`src/rtl/dit_pkg.sv`:
```
package dit_pkg;
    localparam int WORD_W      = 32;
    localparam int REGS_PER_CH = 6;
    localparam int OFF_W       = 3;

    // Word order inside one counter's register set.
    typedef enum logic [OFF_W-1:0] {
        OFF_VALUE  = 3'd0,
        OFF_LOAD   = 3'd1,
        OFF_BGLOAD = 3'd2,
        OFF_CTRL   = 3'd3,
        OFF_RAW    = 3'd4,
        OFF_MASKED = 3'd5
    } reg_off_e;

    typedef struct packed {
        logic irq_en;
        logic oneshot;
        logic enable;
    } ctrl_t;

    typedef struct packed {
        logic              wr;
        reg_off_e          off;
        logic [WORD_W-1:0] wdata;
    } ch_req_t;

    function automatic logic [WORD_W-1:0] widen_ctrl(ctrl_t c);
        return {{(WORD_W-3){1'b0}}, c};
    endfunction

    function automatic logic [WORD_W-1:0] widen_bit(logic b);
        return {{(WORD_W-1){1'b0}}, b};
    endfunction
endpackage

```
`src/rtl/dit_addr_dec.sv`:
```
module dit_addr_dec
    import dit_pkg::*;
#(
    parameter int NUM_CH = 2,
    parameter int ADDR_W = 8
) (
    input  logic [ADDR_W-1:0] addr,
    input  logic              wr,
    input  logic [WORD_W-1:0] wdata,
    output logic [NUM_CH-1:0] sel,
    output ch_req_t           req [NUM_CH]
);
    localparam int IDX_W = ADDR_W - 2;

    logic [IDX_W:0] idx_ext;
    assign idx_ext = {1'b0, addr[ADDR_W-1:2]};

    for (genvar c = 0; c < NUM_CH; c++) begin : g_ch
        localparam logic [IDX_W:0] LO = (IDX_W+1)'(c * REGS_PER_CH);
        localparam logic [IDX_W:0] HI = (IDX_W+1)'((c + 1) * REGS_PER_CH);
        logic [IDX_W:0] rel;
        assign rel          = idx_ext - LO;
        assign sel[c]       = (idx_ext >= LO) && (idx_ext < HI);
        assign req[c].wr    = wr && sel[c];
        assign req[c].off   = reg_off_e'(rel[OFF_W-1:0]);
        assign req[c].wdata = wdata;
    end
endmodule

```
`src/rtl/dit_counter.sv`:
```
module dit_counter #(
    parameter int W = 32
) (
    input  logic         clk,
    input  logic         rst,
    input  logic         start,
    input  logic [W-1:0] start_val,
    input  logic         stop,
    input  logic         oneshot,
    input  logic [W-1:0] reload_val,
    output logic [W-1:0] count,
    output logic         expire,
    output logic         running
);
    logic [W-1:0] cnt_q;
    logic         run_q;

    assign expire  = run_q && (cnt_q == '0);
    assign count   = cnt_q;
    assign running = run_q;

    always_ff @(posedge clk) begin
        if (rst) begin
            cnt_q <= '0;
            run_q <= 1'b0;
        end else if (start) begin
            cnt_q <= start_val;
            run_q <= 1'b1;
        end else if (stop) begin
            run_q <= 1'b0;
        end else if (expire) begin
            if (oneshot) run_q <= 1'b0;
            else         cnt_q <= reload_val;
        end else if (run_q) begin
            cnt_q <= cnt_q - 1'b1;
        end
    end


    dec_step_chk: assert property (@(posedge clk) disable iff (rst)
        (run_q && cnt_q != '0 && !start && !stop) |=> cnt_q == $past(cnt_q) - 1'b1);

    periodic_reload_chk: assert property (@(posedge clk) disable iff (rst)
        (expire && !oneshot && !start && !stop) |=> (run_q && cnt_q == $past(reload_val)));

    oneshot_halt_chk: assert property (@(posedge clk) disable iff (rst)
        (expire && oneshot && !start) |=> (!run_q && cnt_q == '0));

    stopped_hold_chk: assert property (@(posedge clk) disable iff (rst)
        (!run_q && !start) |=> $stable(cnt_q));
endmodule

```
`src/rtl/dit_channel.sv`:
```
module dit_channel
    import dit_pkg::*;
(
    input  logic              clk,
    input  logic              rst,
    input  ch_req_t           req,
    output logic [WORD_W-1:0] rd_word,
    output logic              irq
);
    logic [WORD_W-1:0] load_q, bg_q, count;
    ctrl_t             ctrl_q;
    logic              raw_q, expire, running;
    logic              wr_ctrl, wr_load, wr_bg, raw_clr;
    logic              start, stop;
    logic [WORD_W-1:0] start_val;

    assign wr_ctrl = req.wr && (req.off == OFF_CTRL);
    assign wr_load = req.wr && (req.off == OFF_LOAD);
    assign wr_bg   = req.wr && (req.off == OFF_BGLOAD);
    assign raw_clr = req.wr && (req.off == OFF_RAW) && req.wdata[0];

    assign start     = (wr_ctrl && req.wdata[0]) || (wr_load && ctrl_q.enable);
    assign stop      = wr_ctrl && !req.wdata[0];
    assign start_val = wr_ctrl ? load_q : req.wdata;

    dit_counter #(.W(WORD_W)) i_counter (
        .clk        (clk),
        .rst        (rst),
        .start      (start),
        .start_val  (start_val),
        .stop       (stop),
        .oneshot    (ctrl_q.oneshot),
        .reload_val (load_q),
        .count      (count),
        .expire     (expire),
        .running    (running)
    );

    always_ff @(posedge clk) begin
        if (rst) begin
            load_q <= '0;
            bg_q   <= '0;
            ctrl_q <= '0;
            raw_q  <= 1'b0;
        end else begin
            if (wr_load) load_q <= req.wdata;
            if (wr_bg) begin
                bg_q   <= req.wdata;
                load_q <= req.wdata;
            end
            if (wr_ctrl) ctrl_q <= ctrl_t'(req.wdata[2:0]);
            if (expire)       raw_q <= 1'b1;
            else if (raw_clr) raw_q <= 1'b0;
        end
    end

    assign irq = raw_q && ctrl_q.irq_en;

    always_comb begin
        case (req.off)
            OFF_VALUE:  rd_word = count;
            OFF_LOAD:   rd_word = load_q;
            OFF_BGLOAD: rd_word = bg_q;
            OFF_CTRL:   rd_word = widen_ctrl(ctrl_q);
            OFF_RAW:    rd_word = widen_bit(raw_q);
            OFF_MASKED: rd_word = widen_bit(irq);
            default:    rd_word = '0;
        endcase
    end


    raw_set_chk: assert property (@(posedge clk) disable iff (rst)
        expire |=> raw_q);

    raw_keep_chk: assert property (@(posedge clk) disable iff (rst)
        (raw_q && !raw_clr) |=> raw_q);

    bg_mirror_chk: assert property (@(posedge clk) disable iff (rst)
        wr_bg |=> (load_q == bg_q));

    oneshot_no_start_chk: assert property (@(posedge clk) disable iff (rst)
        (!running && !start) |=> !expire);
endmodule

```
`src/rtl/dual_interval_timer.sv`:
```
module dual_interval_timer
    import dit_pkg::*;
#(
    parameter int NUM_CH = 2,
    parameter int ADDR_W = 8
) (
    input  logic              clk,
    input  logic              rst,
    input  logic [ADDR_W-1:0] bus_addr,
    input  logic              bus_wr,
    input  logic [WORD_W-1:0] bus_wdata,
    input  logic              bus_rd,
    output logic [WORD_W-1:0] bus_rdata,
    output logic [NUM_CH-1:0] irq
);
    logic [NUM_CH-1:0] sel;
    ch_req_t           req     [NUM_CH];
    logic [WORD_W-1:0] ch_word [NUM_CH];
    logic [WORD_W-1:0] rd_mux;
    logic [WORD_W-1:0] rdata_q;

    dit_addr_dec #(.NUM_CH(NUM_CH), .ADDR_W(ADDR_W)) i_dec (
        .addr  (bus_addr),
        .wr    (bus_wr),
        .wdata (bus_wdata),
        .sel   (sel),
        .req   (req)
    );

    for (genvar c = 0; c < NUM_CH; c++) begin : g_ch
        dit_channel i_ch (
            .clk     (clk),
            .rst     (rst),
            .req     (req[c]),
            .rd_word (ch_word[c]),
            .irq     (irq[c])
        );
    end

    always_comb begin
        rd_mux = '0;
        for (int c = 0; c < NUM_CH; c++) begin
            if (sel[c]) rd_mux = rd_mux | ch_word[c];
        end
    end

    always_ff @(posedge clk) begin
        if (rst)         rdata_q <= '0;
        else if (bus_rd) rdata_q <= rd_mux;
    end

    assign bus_rdata = rdata_q;


    reserved_read_chk: assert property (@(posedge clk) disable iff (rst)
        (bus_rd && sel == '0) |=> bus_rdata == '0);

    single_select_chk: assert property (@(posedge clk) disable iff (rst)
        $onehot0(sel));
endmodule

```
`config.mk`:
```
export PLATFORM = sky130hd
export DESIGN_NAME = dual_interval_timer
export DESIGN_NICKNAME = d
export VERILOG_FILES = /design/src/rtl/dit_pkg.sv /design/src/rtl/dit_addr_dec.sv /design/src/rtl/dit_counter.sv /design/src/rtl/dit_channel.sv /design/src/rtl/dual_interval_timer.sv
export SDC_FILE = /design/constraint.sdc
export NUM_CORES = 1
export LEC_CHECK = 0
export ABC_AREA = 1
export BUFFER_PORTS_ARGS = -buffer_cell sky130_fd_sc_hd__buf_2
export CAP_MARGIN = 20
export CORE_MARGIN = 2
export CORE_UTILIZATION = 60
export CTS_CLUSTER_DIAMETER = 80
export DETAILED_ROUTE_END_ITERATION = 7
export GPL_TIMING_DRIVEN = 0
export MAX_ROUTING_LAYER = met4
export PLACE_DENSITY = 0.79
export SYNTH_ARGS = -nofsm -noshare
export SYNTH_HDL_FRONTEND = slang
export SYNTH_SLANG_ARGS = --single-unit
```
`constraint.sdc`:
```
create_clock -name clk -period 5.31 [get_ports clk]
set_input_delay 0 -clock clk [delete_from_list [all_inputs] [get_ports clk]]
set_output_delay 0 -clock clk [all_outputs]
set_load 0.005 [all_outputs]
```
==> results.cfg, run 1 <==
[setup_path]
cp.arrival_ps = 3160
crit_required_ps = 5790
cp-end-kind = flop
rrSetupSlack_ps = 2630
critPathMaxFanout = 10
worstRegToRegCells = 10
start_kind = flop
worstSetupPathType = flop to flop
r2r_end = g_ch[1].i_ch.i_counter.count[31]
reg2reg_from = g_ch[1].i_ch.i_counter.count[19]

[clocking]
postCtsSetupBuffers = 0
cts_hold_buf = 38
cts.sinks = 234
clkTransAtPathRegs_ps = 60
htree_levels = 1
cts.path.max_buffers = 3
root_buffer = clkbuf_16
cts_tree = done
clk_latency_ps = 570
cts-resized-gates = 0
cts_buffers = 27

[power]
p_switching_mw = 1.225
vdd_drop_max_mv = 0.2683
powerDensity_nw_per_um2 = 280.8
switching_share = 0.2786
clockPowerShare = 0.460
p_leak_nw = 7.120
p_int_mw = 3.173
combPwrFrac = 0.128
seqPwrFrac = 0.412

[layout]
nets = 2334
multi_input_area_um2 = 7460
drive_above_1_share = 0.09857
synthToLayoutAreaGrowth_pct = 15.29
regArea_um2 = 4684
n_fill_cell = 2004

[logic_synthesis]
syn_nets = 2192
netlist_area_um2 = 13590
yosys_most_used_dff = dfxtp_1
ys_seq_area_frac = 0.3448
netlist.area_leader.share = 0.3448
synth_enable_flop_cells = 0
syn_area_per_cell_um2 = 6.345
yosys_warnings = 0
ys_types = 42
synth_area_leaders = dfxtp_1 34%, nand2_1 13%, o21ai_0 11%
netlist_instances = 2141
synth.most_common_cell = nand2_1
async_flop_share = 0
synth_top_cell_by_area = dfxtp_1
ys_seq_elements = 234
synthTopCellsByCount = 475 x nand2_1, 288 x o21ai_0, 242 x a21oi_1, 234 x dfxtp_1, 229 x nor2_1

[global_route]
antenna_found_initial = 2
grt_max_degree = 15
grt_first_pass_wirelength_um = 83700
grt_overflow = 0
grt_pass1_vias = 14680
grt_usage = 0.4715

[floorplanning]
start_util = 0.6056
pin_count = 78
rows = 55
core-area_um2 = 22430
die_area_um2 = 23860
die_y_um = 154.5
dieWidth_um = 154.5

[sta]
fmax_mhz = 373.0
fin_crit_sh = 0.5049
report.final.hold_viol_count = 0
clock-skew-final_ps = 22.11
period_needed_ps = 2681
worst_slew_pin_slew_ps = 974.3
grt_setup_unrepaired = false
slew_viol_final = 0
setup_violations = 0
timing.final.ws_setup_ps = 2629
tns_ps = 0
slew_headroom = 0.3480

[placed_design]
hpwl_um = 43440
gp_congestion = 1.061
pre_cts_ws_ps = 2815
io_buffers = 74

[routing]
vias = 16390
routedWlPerCell_um = 21.83
drtIter0Drc = 2644
detail-route-antenna-nets = 0
route.detailed.drc = 0
routed_wl_um = 56540
via_per_inst = 6.327
dr.pass1.iters = 8

[run]
maxCapViolations = 0

[run_status]
status = finished clean

[worst_hold_path]
hold_path.class = primary input to flop
hold_path_end = g_ch[0].i_ch.ctrl_q[0]
hold_start = bus_addr[6]
hold_depth = 6
power groups by stage:
stage | clock (mW) | sequential (mW) | combinational (mW)
detailed placement | 0 | 1.85 | 0.508
floorplan | 0 | 1.84 | 0.329
finish | 2.02 | 1.81 | 0.565
CTS | 2.01 | 1.81 | 0.534
global route | 2.07 | 1.81 | 0.606
global placement | 0 | 1.85 | 0.501
flip-flops by register name, summed over array words and instances (netlist names):
| signal | count |
|---|---|
| g_ch.i_ch.ctrl_q | 6 |
| bus_rdata | 32 |
| g_ch.i_ch.load_q | 64 |
| g_ch.i_ch.i_counter.count | 64 |
| g_ch.i_ch.raw_q | 2 |
| g_ch.i_ch.bg_q | 64 |
| g_ch.i_ch.i_counter.running | 2 |
placed cells by master, fill, tap and decap left out, drive strengths merged, types with 4 or more instances in the layout:
cell type      n
clkinv        11
clkbuf        93
o2111ai        4
dlygate4sd3   38
ha             7
o221ai        31
nand2        487
inv          229
dfxtp        234
a21oi        242
xor2          20
nand3        125
nor2         245
buf          136
nand4         12
nor3           8
a22oi         15
o21ai        315
o211ai        22
xnor2          5
o22ai          9
bufinv         5
critical path, stage by stage, from the launching register on:
cell and delay (ps):
dfxtp_1 420, nor2_1 340, nand2_1 170, nor2_1 240
nand2_1 80, nor2_1 390, nand2_1 350, buf_6 270
nand3_1 110, o211ai_1 90, a21oi_1 140
per-layer routing:
metal / track usage / vias to the layer above / routed length [um]
met5: - / - / 0
met4: 0.1411 / 0 / 2095
met3: 0.1213 / 179 / 9277
met2: 0.6535 / 1264 / 22500
met1: 0.6725 / 7557 / 22660
li1: - / 7387 / -
cells by family after synthesis:
| group | count (synthesis) | share of synthesized area |
|---|---|---|
| adder cells (fa/ha/maj) | 7 | 0.006447 |
| XOR/XNOR | 25 | 0.01612 |
| buffers and inverters | 351 | 0.1061 |
| AND/OR/NAND/NOR | 883 | 0.2717 |
| flip-flops | 234 | 0.3448 |
| AO/OA/AOI/OAI | 641 | 0.2548 |
through the flow:
stage	area [um2]	utilization	power, mW	cells	hold slack [ps]
final	15660	0.6982	4.398	2590	9.804
after global routing	15660	0.6982	4.490	2590	34.80
after CTS	15640	0.6973	4.349	2587	1.109
after detailed placement	14310	0.6380	2.356	2500	347.8
after global placement	14310	0.6380	2.349	2500	340.2
after floorplan	13590	-	2.168	2141	134.9
worst max-delay path by stage:
stage / cells after the start / startpoint / to
floorplan: 12 / g_ch[1].i_ch.i_counter.count[0] / g_ch[1].i_ch.i_counter.count[1]
global placement: 10 / g_ch[1].i_ch.i_counter.count[19] / g_ch[1].i_ch.i_counter.count[24]
detailed placement: 10 / g_ch[1].i_ch.i_counter.count[19] / g_ch[1].i_ch.i_counter.count[24]
CTS: 10 / g_ch[1].i_ch.i_counter.count[19] / g_ch[1].i_ch.i_counter.count[24]
global route: 10 / g_ch[1].i_ch.i_counter.count[19] / g_ch[1].i_ch.i_counter.count[24]
finish: 10 / g_ch[1].i_ch.i_counter.count[19] / g_ch[1].i_ch.i_counter.count[31]
final cells by class:
cell class / instances / area share
repair buffers: 113 / 0.04889
diodes: 2 / 0.0003195
clock buffers: 32 / 0.04561
flip-flops and latches: 234 / 0.2991
multi-input cells: 1556 / 0.4763
clock inverters: 17 / 0.01502
inverters: 229 / 0.05504
well taps: 285 / 0.02277
plain buffers: 122 / 0.03699
Note: power is estimated with default switching activity, not from simulation.
==> run 2, diff against run 1 <==
CORE_UTILIZATION = 56   (was 60)
PLACE_DENSITY = 0.77   (was 0.79)
clock period = 2.1 ns   (was 5.31 ns; I/O delays follow)
==> run 2 against run 1 <==
Net effect: core utilization decreased by 2.0 points; die area increased by 7.0%; global-route usage decreased by 3.5 points; sequential power increased to 2.5 times the previous value; sequential share of layout area decreased by 0.65 points; cell area increased by 2.3%; clock power increased to 2.5 times the previous value; largest power group unchanged.
==> results.cfg, run 2 (synthesis results as in run 1) <==
[run_status]
status = finished clean

[sta]
setup_violations = 0
timing.final.ws_setup_ps = 46.33
worst_slew_pin_slew_ps = 1341
grt_setup_unrepaired = true
fin_crit_sh = 0.9779
slew_viol_final = 0
report.final.hold_viol_count = 0
slew_headroom = 0.1057
clock-skew-final_ps = 10.49
period_needed_ps = 2054
holdWs_ps = 14.65
fmax_mhz = 486.9

[global_route]
grt_overflow = 0
grt_max_degree = 15
grt_pass1_vias = 14650
antenna_found_initial = 0
grt_usage = 0.4360
grt_first_pass_wirelength_um = 83430

[floorplanning]
core-area_um2 = 23610
die_area_um2 = 25520
die_y_um = 159.8
start_util = 0.5753
dieWidth_um = 159.8
rows = 56
pin_count = 78

[setup_path]
start_kind = flop
cp-end-kind = flop
r2r_end = g_ch[0].i_ch.i_counter.count[27]
cpPeakStageDelay_ps = 340
rrSetupSlack_ps = 50
crit_path_frequent_cell = nand2_1
crit_chain = inv_2 -> ha_4 -> nand3_1 -> nor2_1 -> nand2_1 -> nor2_2 -> nand2_1 -> inv_1 -> buf_4 -> nand2_1 -> nand3_1 -> a21oi_1
reg2reg_from = g_ch[0].i_ch.i_counter.count[0]
crit_required_ps = 2470
cp-startpoint = g_ch[0].i_ch.i_counter.count[0]
critPathMaxFanout = 10
cp.arrival_ps = 2420
worstSetupEndpoint = g_ch[0].i_ch.i_counter.count[27]
worstRegToRegCells = 12
cp_slowest_cell = dfxtp_1
worstSetupPathType = flop to flop

[layout]
mostFrequentLayoutCell = nand2_1
final_core_util = 0.6786
synthToLayoutAreaGrowth_pct = 17.95
nets = 2343
n_fill_cell = 2182
n_antenna_cell = 0
fin_area_um2 = 16020
regArea_um2 = 4688
mostFrequentLayoutCells = 468 x nand2_1, 283 x o21ai_0, 241 x a21oi_1
multi_input_area_um2 = 7687
drive_above_1_share = 0.1272

[routing]
dr.pass1.iters = 6
routedWlPerCell_um = 21.62
detail-route-antenna-nets = 0
via_per_inst = 6.260
drtIter0Drc = 2668
routed_wl_um = 56890
vias = 16470
route.detailed.drc = 0

[power]
p_leak_nw = 7.244
powerDensity_nw_per_um2 = 694.7
vdd_drop_max_mv = 0.6204

[placed_design]
io_buffers = 74
placed_area_um2 = 14360
hpwl_um = 43880
pre_cts_ws_ps = -439.8
gp_congestion = 0.9994

[clocking]
cts_buffers = 27
cts_tree = done
clk_latency_ps = 550
cts.path.max_buffers = 3
cts.sinks = 234
root_buffer = clkbuf_16
htree_levels = 1
clkTransAtPathRegs_ps = 60

[worst_hold_path]
hold_path.class = primary input to flop

[run]
maxCapViolations = 0
-- run 2: changes by cell type in the layout (fill, tap and decap cells not counted), moves of 5 or more --
cell,before,now
buf_2,118,113
buf_4,7,21
clkbuf_8,2,8
inv_1,217,211
nand2_1,475,468
nor2_1,229,200
nor2_2,11,23
nor2_4,5,22
o21ai_0,288,283
o21ai_1,26,31
-- run 2: how the worst min path moves through the flow --
stage          slack [ps]  cells after the start                      to     startpoint
2_1_floorplan         130                      2   g_ch[1].i_ch.bg_q[30]  bus_wdata[30]
3_3_place_gp          360                      3  g_ch[1].i_ch.ctrl_q[1]   bus_wdata[1]
3_5_place_dp          350                      3  g_ch[1].i_ch.ctrl_q[1]   bus_wdata[1]
4_1_cts                 1                      4      g_ch[1].i_ch.raw_q    bus_addr[3]
5_1_grt                60                      5      g_ch[0].i_ch.raw_q    bus_addr[2]
6_report               10                      4      g_ch[1].i_ch.raw_q    bus_addr[3]
-- run 2: area by class of cell --
cell class,count,area share
multi-input cells,1556,0.4797
repair buffers,122,0.05091
inverters,229,0.05411
clock inverters,13,0.01007
clock buffers,36,0.04927
flip-flops and latches,234,0.2926
well taps,319,0.02491
plain buffers,122,0.03842
-- run 2: power by group --
group	internal, mW	switching, mW
combinational	0.478	1.01
sequential	4.51	0.0705
clock	3.01	2.05
total	8.00	3.13
-- run 2: what timing repair did --
action                                 CTS  global route
hold buffers                            34             0
setup buffers                            4            10
pin swaps                                3             9
setup endpoints to repair               65            64
resized for setup                       38            56
endpoints found under the hold margin  149             0
-- run 2: layer usage --
layer  share of wire  track usage  wire, um  up-vias
met4           0.037       0.1442      2099        0
met1            0.41       0.6250     23170     7676
met5               0            -         0        -
met3            0.16       0.1096      8862      176
li1                -            -         -     7398
met2            0.40       0.5935     22770     1220
-- run 2: through the flow --
step / instances / setup TNS [ps] / total power [mW]
floorplan: 2141 / 0 / 5.483
global placement: 2534 / -10830 / 5.943
detailed placement: 2534 / -13070 / 5.964
CTS: 2621 / 0 / 10.96
global route: 2631 / -136.3 / 11.35
finish: 2631 / 0 / 11.13
-- run 2: critical path: cells and delay by family, from the launching register on --
kind / cells / cell delay, ps
AO/OA/AOI/OAI: 1 / 60
adder cells (fa/ha/maj): 1 / 170
buffers and inverters: 3 / 600
flip-flops: 1 / 340
AND/OR/NAND/NOR: 7 / 700
